`config.mk`:
```
export PLATFORM = sky130hd
export DESIGN_NAME = warp_group_tracker
export DESIGN_NICKNAME = d
export VERILOG_FILES = /design/src/rtl/wgt_pkg.sv /design/src/rtl/wgt_ctrl.sv /design/src/rtl/wgt_dp.sv /design/src/rtl/warp_group_tracker.sv
export SDC_FILE = /design/constraint.sdc
export NUM_CORES = 1
export LEC_CHECK = 0
export ABC_CLOCK_PERIOD_IN_PS = 7900
export BUFFER_PORTS_ARGS = -buffer_cell sky130_fd_sc_hd__buf_2
export CORE_MARGIN = 2
export CORE_UTILIZATION = 59
export DETAILED_ROUTE_END_ITERATION = 6
export MAX_ROUTING_LAYER = met4
export PLACE_DENSITY = 0.95
export RECOVER_POWER = 25
export REMOVE_ABC_BUFFERS = 1
export SLEW_MARGIN = 20
export SYNTH_ARGS = -nofsm -noshare
export SYNTH_HDL_FRONTEND = slang
export SYNTH_SLANG_ARGS = --single-unit
```
`constraint.sdc`:
```
create_clock -name clk -period 7.9 [get_ports clk]
set_input_delay 0.395 -clock clk [delete_from_list [all_inputs] [get_ports clk]]
set_output_delay 0.395 -clock clk [all_outputs]
set_load 0.01 [all_outputs]
```
`src/rtl/wgt_pkg.sv`:
```
package wgt_pkg;
  typedef struct packed {
    logic startEn;
    logic splitEn;
    logic splitTotal;
    logic predEn;
  } wgtStrobes_t;
endpackage

```
`src/rtl/wgt_ctrl.sv`:
```
module wgt_ctrl
  import wgt_pkg::*;
#(
  parameter int M     = 4,
  parameter int PC_W  = 16,
  parameter int PID_W = 4,
  parameter int IDX_W = $clog2(M)
) (
  input  logic              startValid,
  input  logic              predValid,
  input  logic [IDX_W-1:0]  predSlot,
  input  logic [PC_W-1:0]   predPc,
  input  logic              mispValid,
  input  logic [IDX_W-1:0]  mispSlot,
  input  logic [M-1:0]      mispMask,
  input  logic [M-1:0]      curValid,
  input  logic [M-1:0]      curMask [M],
  input  logic [PC_W-1:0]   curPc   [M],
  input  logic [PID_W-1:0]  curPid  [M],
  output wgtStrobes_t       strb,
  output logic [IDX_W-1:0]  newSlot,
  output logic [M-1:0]      effMask,
  output logic [M-1:0]      mergeHit
);
  logic [M-1:0]     grpMask;
  logic [M-1:0]     touched;
  logic [IDX_W-1:0] freeSlot;
  logic             found;

  always_comb begin
    grpMask = curMask[mispSlot];
    effMask = (mispValid && curValid[mispSlot]) ? (mispMask & grpMask) : '0;
    strb.startEn    = startValid;
    strb.splitEn    = !startValid && (|effMask);
    strb.splitTotal = (effMask == grpMask);
    // lowest free slot receives a spawned group
    freeSlot = '0;
    found    = 1'b0;
    for (int s = 0; s < M; s++) begin
      if (!curValid[s] && !found) begin
        freeSlot = IDX_W'(s);
        found    = 1'b1;
      end
    end
    newSlot = strb.splitTotal ? mispSlot : freeSlot;
    touched = '0;
    if (strb.splitEn) begin
      touched[mispSlot] = 1'b1;
      touched[newSlot]  = 1'b1;
    end
    strb.predEn = !startValid && predValid && curValid[predSlot] &&
                  !(strb.splitEn && (predSlot == mispSlot));
    for (int s = 0; s < M; s++) begin
      mergeHit[s] = strb.predEn && (IDX_W'(s) != predSlot) && curValid[s] &&
                    !touched[s] && (curPc[s] == predPc) &&
                    (curPid[s] == curPid[predSlot]);
    end
  end
endmodule

```
`src/rtl/wgt_dp.sv`:
```
module wgt_dp
  import wgt_pkg::*;
#(
  parameter int M      = 4,
  parameter int PC_W   = 16,
  parameter int PID_W  = 4,
  parameter int SEQ_W  = 6,
  parameter int WARP_W = 2,
  parameter int IDX_W  = $clog2(M)
) (
  input  logic              clk,
  input  logic              rst_n,
  input  wgtStrobes_t       strb,
  input  logic [IDX_W-1:0]  splitSlot,
  input  logic [IDX_W-1:0]  newSlot,
  input  logic [M-1:0]      effMask,
  input  logic [M-1:0]      mergeHit,
  input  logic [IDX_W-1:0]  predSlot,
  input  logic [PC_W-1:0]   predPc,
  input  logic [PC_W-1:0]   mispPc,
  input  logic [SEQ_W-1:0]  mispSeq [M],
  input  logic [PID_W-1:0]  startPid,
  input  logic [PC_W-1:0]   startPc,
  input  logic [WARP_W-1:0] warpId,
  output logic [M-1:0]      curValid,
  output logic [M-1:0]      curMask [M],
  output logic [PC_W-1:0]   curPc   [M],
  output logic [PID_W-1:0]  curPid  [M],
  output logic [SEQ_W-1:0]  curSeq  [M],
  output logic              killValid,
  output logic [M-1:0]      killMask,
  output logic [WARP_W-1:0] killWarp
);
  logic [M-1:0]     nValid;
  logic [M-1:0]     nMask [M];
  logic [PC_W-1:0]  nPc   [M];
  logic [PID_W-1:0] nPid  [M];
  logic [SEQ_W-1:0] nSeq  [M];
  logic [M-1:0]     merged;

  always_comb begin
    nValid = curValid;
    nMask  = curMask;
    nPc    = curPc;
    nPid   = curPid;
    nSeq   = curSeq;
    merged = '0;
    if (strb.startEn) begin
      nValid   = '0;
      nValid[0] = 1'b1;
      for (int s = 0; s < M; s++) begin
        nMask[s] = '0;
        nSeq[s]  = '0;
      end
      nMask[0] = '1;
      nPid[0]  = startPid;
      nPc[0]   = startPc;
    end else begin
      if (strb.splitEn) begin
        if (strb.splitTotal) begin
          nPc[splitSlot] = mispPc;
        end else begin
          nMask[splitSlot] = curMask[splitSlot] & ~effMask;
          nValid[newSlot]  = 1'b1;
          nMask[newSlot]   = effMask;
          nPc[newSlot]     = mispPc;
          nPid[newSlot]    = curPid[splitSlot];
        end
        for (int i = 0; i < M; i++)
          if (effMask[i]) nSeq[i] = mispSeq[i] + SEQ_W'(1);
      end
      if (strb.predEn) begin
        merged = nMask[predSlot];
        for (int s = 0; s < M; s++) begin
          if (mergeHit[s]) begin
            merged    = merged | curMask[s];
            nValid[s] = 1'b0;
            nMask[s]  = '0;
          end
        end
        nMask[predSlot] = merged;
        nPc[predSlot]   = predPc;
        for (int i = 0; i < M; i++)
          if (merged[i]) nSeq[i] = nSeq[i] + SEQ_W'(1);
      end
    end
  end

  always_ff @(posedge clk) begin
    if (!rst_n) begin
      curValid  <= '0;
      killValid <= 1'b0;
      killMask  <= '0;
      killWarp  <= '0;
      for (int s = 0; s < M; s++) begin
        curMask[s] <= '0;
        curPc[s]   <= '0;
        curPid[s]  <= '0;
        curSeq[s]  <= '0;
      end
    end else begin
      curValid  <= nValid;
      curMask   <= nMask;
      curPc     <= nPc;
      curPid    <= nPid;
      curSeq    <= nSeq;
      killValid <= strb.splitEn;
      killMask  <= strb.splitEn ? effMask : '0;
      killWarp  <= warpId;
    end
  end
endmodule

```
`src/rtl/warp_group_tracker.sv`:
```
module warp_group_tracker
  import wgt_pkg::*;
#(
  parameter int NUM_THREADS = 4,
  parameter int PC_W        = 16,
  parameter int PID_W       = 4,
  parameter int SEQ_W       = 6,
  parameter int WARP_W      = 2,
  localparam int IDX_W      = $clog2(NUM_THREADS)
) (
  input  logic                         clk,
  input  logic                         rst_n,
  input  logic [WARP_W-1:0]            warpId,
  input  logic                         startValid,
  input  logic [PID_W-1:0]             startPid,
  input  logic [PC_W-1:0]              startPc,
  input  logic                         predValid,
  input  logic [IDX_W-1:0]             predSlot,
  input  logic [PC_W-1:0]              predPc,
  input  logic                         mispValid,
  input  logic [IDX_W-1:0]             mispSlot,
  input  logic [NUM_THREADS-1:0]       mispMask,
  input  logic [PC_W-1:0]              mispPc,
  input  logic [NUM_THREADS*SEQ_W-1:0] mispSeq,
  output logic [NUM_THREADS-1:0]       slotValid,
  output logic [NUM_THREADS*NUM_THREADS-1:0] slotMask,
  output logic [NUM_THREADS*PC_W-1:0]  slotPc,
  output logic [NUM_THREADS*PID_W-1:0] slotPid,
  output logic [NUM_THREADS*SEQ_W-1:0] seqVec,
  output logic                         killValid,
  output logic [NUM_THREADS-1:0]       killMask,
  output logic [WARP_W-1:0]            killWarp
);
  localparam int M = NUM_THREADS;

  wgtStrobes_t      strb;
  logic [IDX_W-1:0] newSlot;
  logic [M-1:0]     effMask;
  logic [M-1:0]     mergeHit;
  logic [M-1:0]     curMask [M];
  logic [PC_W-1:0]  curPc   [M];
  logic [PID_W-1:0] curPid  [M];
  logic [SEQ_W-1:0] curSeq  [M];
  logic [SEQ_W-1:0] seqIn   [M];

  for (genvar g = 0; g < M; g++) begin : g_flat
    assign seqIn[g]                  = mispSeq[g*SEQ_W +: SEQ_W];
    assign slotMask[g*M +: M]        = curMask[g];
    assign slotPc[g*PC_W +: PC_W]    = curPc[g];
    assign slotPid[g*PID_W +: PID_W] = curPid[g];
    assign seqVec[g*SEQ_W +: SEQ_W]  = curSeq[g];
  end

  wgt_ctrl #(.M(M), .PC_W(PC_W), .PID_W(PID_W), .IDX_W(IDX_W)) u_ctrl (
    .startValid(startValid), .predValid(predValid), .predSlot(predSlot),
    .predPc(predPc), .mispValid(mispValid), .mispSlot(mispSlot),
    .mispMask(mispMask), .curValid(slotValid), .curMask(curMask),
    .curPc(curPc), .curPid(curPid), .strb(strb), .newSlot(newSlot),
    .effMask(effMask), .mergeHit(mergeHit)
  );

  wgt_dp #(.M(M), .PC_W(PC_W), .PID_W(PID_W), .SEQ_W(SEQ_W),
           .WARP_W(WARP_W), .IDX_W(IDX_W)) u_dp (
    .clk(clk), .rst_n(rst_n), .strb(strb), .splitSlot(mispSlot),
    .newSlot(newSlot), .effMask(effMask), .mergeHit(mergeHit),
    .predSlot(predSlot), .predPc(predPc), .mispPc(mispPc), .mispSeq(seqIn),
    .startPid(startPid), .startPc(startPc), .warpId(warpId),
    .curValid(slotValid), .curMask(curMask), .curPc(curPc), .curPid(curPid),
    .curSeq(curSeq), .killValid(killValid), .killMask(killMask),
    .killWarp(killWarp)
  );
endmodule

```
; Yosys cells after proc, flatten, opt, wreduce, memory -nomap -nowiden
; Cells that the tools add are included.
[totals]
register_bits = 131
inputBits = 91
out_inout_bits = 131
elab_cells = 225
[op_classes]
n_addsub = 8
n_lt_le_gt_ge = 11
n_eq_ne = 14
n_mux = 104
bitwise = 15
reduce_logical = 52
[ops]
columns = cell, count
row1 = 64-bit 2-to-1 mux, 4
row2 = 64-bit bitwise mux, 3
row3 = 16-bit 2-to-1 mux, 11
row4 = 4-bit 2-to-1 mux, 41
row5 = 16-bit demux with 2-bit select, 3
row6 = 24-bit 2-to-1 mux, 3
row7 = 16-bit bitwise mux, 4
row8 = 16-bit equality test, 4
row9 = "6-bit by 1-bit adder with 6-bit output, second input constant", 8
row10 = 6-bit 2-to-1 mux, 8
row11 = 1-bit logical AND, 34
row12 = 4-bit binary-select mux with 2-bit select, 4
row13 = 4-bit demux with 2-bit select, 3
row14 = 4-bit bitwise OR, 6
row15 = 4-bit equality test, 5
row16 = 1-bit 2-to-1 mux, 13
row17 = 1-bit logical NOT, 11
row18 = "3-bit >= comparator, second input constant", 3
row19 = "2-bit by 3-bit < comparator with 1-bit output, second input constant", 3
row20 = "3-bit by 1-bit < comparator with 1-bit output, second input constant", 3
row21 = 2-bit inverter with 3-bit output, 3
row22 = 4-bit AND, 2
row23 = 2-bit 2-to-1 mux, 3
row24 = 1-bit binary-select mux with 2-bit select, 2
row25 = other kinds (13), 20

; Depth between registers and ports, before layout
[logic_depth]
ltp_word = 41
depth_mapped = 19
mapped_depth_nobuf = 14

; By module
; Synthesis repeated with hierarchy kept, for this count alone.
[unflattened]
cells_unflattened = 1156
area_unflattened_um2 = 8954.8
[by_module_without_submodules]
columns = module, instances, cells_per_inst, area_per_inst_um2, seq_area_each_um2
row1 = wgt_dp, 1, 961, 7378.3, 2622.5
row2 = wgt_ctrl, 1, 195, 1576.5, 0.0

; Least setup slack after synthesis
; No wires, ideal clock.
[synth_path]
path_kind = input port to flip-flop
startpoint = in mispSlot[1]
endpoint = reg u_dp.curSeq[20] in the netlist's numbering
setup_time_ps = 116
arrival_ps = 3815
required_time_ps = 7784
slack_ps = 3969
cell_stages = 17
path_buffers = 4
cell_sequence = buf_4 mux2i_1 o22a_1 buf_2 nor2_1 inv_2 ha_1 and3_1 buf_1 o21a_1 buf_2 nor3_1 a221o_1 nand4_1 a21oi_2 a21oi_1 a31o_1
[synth_between]
elab_chain_len = 38
elab_cells_between_ends = 96
cone_classes = 1 x add/sub / 8 x order compare / 2 x eq/ne / 41 x mux / 10 x bitwise / 34 x reduce/logical
[synth_lines]
columns = element, line_no
row1 = start: declaration, warp_group_tracker.sv:21  ; input logic [IDX_W-1:0] mispSlot,
row2 = 2-bit inverter with 3-bit output, "wgt_ctrl.sv:31, wgt_dp.sv:63"
row3 = 4-bit binary-select mux with 2-bit select, "wgt_ctrl.sv:31, wgt_dp.sv:63"
row4 = 4-bit 2-to-1 mux (implied by the code) (2 in series), "wgt_ctrl.sv:31, wgt_dp.sv:63"
row5 = 4-bit AND, wgt_ctrl.sv:32  ; effMask = (mispValid && curValid[mispSlot]) ? (mispMask & grpMask) : '0;
row6 = 4-bit 2-to-1 mux, wgt_ctrl.sv:32
row7 = 4-bit equality test, wgt_ctrl.sv:35  ; strb.splitTotal = (effMask == grpMask);
row8 = 2-bit 2-to-1 mux, wgt_ctrl.sv:45  ; newSlot = strb.splitTotal ? mispSlot : freeSlot;
row9 = 2-bit inverter with 3-bit output (implied by the code), wgt_dp.sv:65  ; nMask[newSlot] = effMask;
row10 = [... 21 more ...], n/a
row11 = 4-bit 2-to-1 mux, wgt_dp.sv:72  ; if (strb.predEn) begin
row12 = 4-bit 2-to-1 mux, wgt_dp.sv:48  ; if (strb.startEn) begin
row13 = 4-bit bitwise OR, wgt_dp.sv:76  ; merged = merged | curMask[s];
row14 = 4-bit 2-to-1 mux, wgt_dp.sv:75  ; if (mergeHit[s]) begin
row15 = 4-bit 2-to-1 mux, wgt_dp.sv:72
row16 = 4-bit 2-to-1 mux, wgt_dp.sv:48
row17 = 6-bit 2-to-1 mux, wgt_dp.sv:84  ; if (merged[i]) nSeq[i] = nSeq[i] + SEQ_W'(1);
row18 = 24-bit 2-to-1 mux (*), wgt_dp.sv:72
row19 = end signal: assignment, wgt_dp.sv:106  ; curSeq <= nSeq;
row20 = end: declaration, wgt_dp.sv:29  ; output logic [SEQ_W-1:0] curSeq [M],
; Mark *: on every way between the ends. The rest lies on a longest branch, timed or not. The select of a mux whose other input is x is not followed.
; A chain may end at the register's enable or synchronous reset.

; Worst setup path after layout
[layout_path]
startpoint = reg u_dp.curValid[0]
endpoint = reg u_dp.curSeq[8] in the netlist's numbering
[layout_between]
elab_chain_len = 39
elab_cells_between_ends = 94
cone_classes = 1 x add/sub / 4 x order compare / 1 x eq/ne / 42 x mux / 8 x bitwise / 38 x reduce/logical
[layout_lines]
columns = element, line_no
row1 = start: declaration, wgt_dp.sv:25  ; output logic [M-1:0] curValid,
row2 = start signal: assignment, wgt_dp.sv:102  ; curValid <= nValid;
row3 = 1-bit 2-to-1 mux / 1-bit logical AND (equally long branches), wgt_ctrl.sv:40  ; if (!curValid[s] && !found) begin
row4 = 1-bit 2-to-1 mux, wgt_ctrl.sv:40
row5 = 1-bit logical NOT, wgt_ctrl.sv:40
row6 = 1-bit logical AND, wgt_ctrl.sv:40
row7 = 1-bit 2-to-1 mux, wgt_ctrl.sv:40
row8 = 1-bit logical NOT, wgt_ctrl.sv:40
row9 = 1-bit logical AND, wgt_ctrl.sv:40
row10 = 2-bit 2-to-1 mux, wgt_ctrl.sv:40
row11 = [... 23 more ...], n/a
row12 = 4-bit 2-to-1 mux, wgt_dp.sv:72
row13 = 4-bit 2-to-1 mux, wgt_dp.sv:48
row14 = 4-bit bitwise OR, wgt_dp.sv:76
row15 = 4-bit 2-to-1 mux, wgt_dp.sv:75
row16 = 4-bit 2-to-1 mux, wgt_dp.sv:72
row17 = 4-bit 2-to-1 mux, wgt_dp.sv:48
row18 = 6-bit 2-to-1 mux, wgt_dp.sv:84
row19 = 24-bit 2-to-1 mux (*), wgt_dp.sv:72
; Marks and branches as above.

==> impl_metrics.env <==
export IMPL_synth_cell_area_sq_mm=0.009300
export IMPL_wl_per_cell_microns=22.15
export IMPL_cts_buffers=17
export IMPL_final_cell_mix="158 x buf_2, 137 x nand2_1, 131 x dfxtp_1"
export IMPL_syn_inst=1131
export IMPL_arrival_ns=5.52
export IMPL_antenna_cells=0
export IMPL_die_h_microns=129.6
export IMPL_regToRegSetupSlack_ns=2.74
export IMPL_worstSetupPathType="reg -> reg"
export IMPL_endpoint="u_dp.curSeq[8]"
export IMPL_fin_cells=1522
export IMPL_crit_start="u_dp.curValid[0]"
export IMPL_reg2reg_to="u_dp.curSeq[8]"
export IMPL_root_buffer="clkbuf_16"
export IMPL_hold_viol=0
export IMPL_final_common_cell="buf_2"
export IMPL_io_pin_count=222
export IMPL_gp_congestion=1.081
export IMPL_required_ns=8.26
export IMPL_p_leak_nw=4.860
export IMPL_syn_to_final_growth_pct=17.19
export IMPL_fp_coreArea_sq_mm=0.01531
export IMPL_end_kind="flop"
export IMPL_max_freq_ghz=0.1938
export IMPL_critPathMaxFanout=13
export IMPL_row_count=45
export IMPL_initial_core_util_pct=60.73
export IMPL_final_max_slew_viol_count=76
export IMPL_place_hpwl_mm=23.59
export IMPL_fin_hold_ws_ns=0.1607
export IMPL_synth_area_per_cell_sq_um=8.223
export IMPL_via_count=10080
export IMPL_dp_cells=1490
export IMPL_ys_ff_latch=131
export IMPL_drt_first_pass_iters=7
export IMPL_synth_cell_type_count=83
export IMPL_htree_num_levels=4
export IMPL_period_minus_slack_ns=5.161
export IMPL_totalWireLength_mm=33.72
export IMPL_violations="DRC, capacitance limit, slew limit"
export IMPL_reg2regPathDepth=13
export IMPL_antenna_found_initial=0
export IMPL_cts_resized_gates=0
export IMPL_grt_pass1_wl_mm=51.73
export IMPL_r2r_start="u_dp.curValid[0]"
export IMPL_power_density_mw_per_mm2=154.4
export IMPL_relSlewSlack_pct=-104.5
export IMPL_synthFlopType="dfxtp_1"
export IMPL_rsz0062_at_grt="false"
export IMPL_hold_path_class="in -> reg"
export IMPL_ys_warnings_count=0
export IMPL_port_buffers=221
export IMPL_nNetsFinal=1400
export IMPL_drt_iter0_drc=1230
export IMPL_ant_nets=0
export IMPL_setup_viol=0
export IMPL_numClockSinks=131
export IMPL_tns_ns=0
export IMPL_cts_buffer_depth=2
export IMPL_grt_max_degree=76
export IMPL_power_mw=1.682
export IMPL_worst_clock_skew_ns=0.007651
export IMPL_synthArstFlopShare_pct=0
export IMPL_peakVddDrop_mv=0.1508
export IMPL_fin_crit_sh_pct=65.33
export IMPL_viasPerCell=6.623
export IMPL_grt_usage_pct=41.08
export IMPL_seq_area_frac_synth_pct=28.20
export IMPL_tightest_slew_ns=3.067
export IMPL_clock_latency_ns=0.44
export IMPL_cap_violations=1
export IMPL_overflow=0
export IMPL_die_w_microns=129.6
export IMPL_cts_tree="yes"
export IMPL_cts_setup_buffers=0
export IMPL_status="finished, violations left"
export IMPL_synth_edf_count=0
export IMPL_start_kind="flop"
export IMPL_fp_dieArea_sq_mm=0.01678
export IMPL_drive_gt1_share_pct=18.84
export IMPL_first_global_vias=9462
export IMPL_hold_buffers=0
export IMPL_path_clk_slew_ns=0.06
export IMPL_drc=1
-- critical path, cell delays in order, from the launching register on --
cell       delay [ns]
dfxtp_1          0.58
mux2i_1          0.24
o22a_1           0.46
nor2_1           0.40
inv_2            0.14
ha_1             0.33
and3_1           0.29
o21a_1           0.53
o21ai_1          0.22
a2111oi_4        0.84
a22oi_1          0.23
a41o_1           0.33
or3_1            0.33
a21oi_1          0.15
-- power breakdown --
group          leakage, nW  internal (mW)  switching, mW  total [mW]
combinational         3.53         0.0818          0.141       0.223
sequential            1.06          0.670         0.0130       0.683
clock                0.267          0.445          0.332       0.777
total                 4.86           1.20          0.485        1.68
-- registers in the layout (all words and copies together), names as in the netlist --
register / flops
u_dp.killMask: 4
u_dp.killValid: 1
u_dp.curValid: 4
u_dp.killWarp: 2
u_dp.curMask: 16
u_dp.curSeq: 24
u_dp.curPc: 64
u_dp.curPid: 16
-- stage by stage --
step,util [%],instance area [sq um],setup WS [ns]
after floorplan,-,8939,3.168
after global placement,67.95,10410,2.695
after detailed placement,67.95,10410,2.523
after CTS,71.67,10980,2.917
after global routing,71.17,10900,2.375
final,71.17,10900,2.739
-- layer usage --
layer	part of all wire (%)	global-route usage, %	routed length, microns
met1	39	50.96	13130
met2	46	65.17	15540
met3	11	9.785	3812
met4	3.7	15.43	1234
met5	0	-	0
-- worst min-delay path by stage --
stage	startpoint	to	slack (ns)	depth (start not counted)
2_1_floorplan	rst_n	u_dp.curValid[0]	0.51	1
3_3_place_gp	u_dp.curPid[0]	u_dp.curPid[0]	0.54	2
3_5_place_dp	u_dp.curPid[11]	u_dp.curPid[11]	0.55	2
4_1_cts	warpId[1]	u_dp.killWarp[1]	0.16	2
5_1_grt	warpId[1]	u_dp.killWarp[1]	0.20	2
6_report	warpId[1]	u_dp.killWarp[1]	0.16	2
-- logic make-up (layout without fill, tap and decap cells) --
kind of cell	count (synthesis)	after routing	share of synthesized area (%)
fa+ha+maj	11	11	1.480
compound gates	275	275	22.04
flops	131	131	28.20
mux	112	112	13.14
xor+xnor	108	108	10.17
simple gates	393	393	20.44
buf+inv	101	281	4.534
-- cell type report --
| cell class | count | area (sq um) |
|---|---|---|
| Timing Repair Buffer | 233 | 1114 |
| Fill cell | 1187 | 4415 |
| Clock buffer | 19 | 442.9 |
| Inverter | 16 | 60.06 |
| Tap cell | 211 | 264.0 |
| Clock inverter | 13 | 126.4 |
| Sequential cell | 131 | 2623 |
| Multi-Input combinational cell | 899 | 6270 |
-- synth_stat cells (all sizes together) (15+ instances only) --
cell type  number  share of area [%]
a21boi         15                1.2
dfxtp         131                 28
nand3          46                2.5
xnor2          90                8.5
a211oi         24                2.0
a21oi          65                3.5
mux2i          97                 10
o211a          48                5.2
nor2           73                3.0
nor2b          22                1.5
xor2           18                1.7
nand2         140                5.7
inv            16               0.65
clkbuf         61                2.5
nor3           28                1.8
o21ai          43                2.4
buf            24                1.4
nand4          26                1.8
Note: power is estimated with default switching activity, not from simulation.
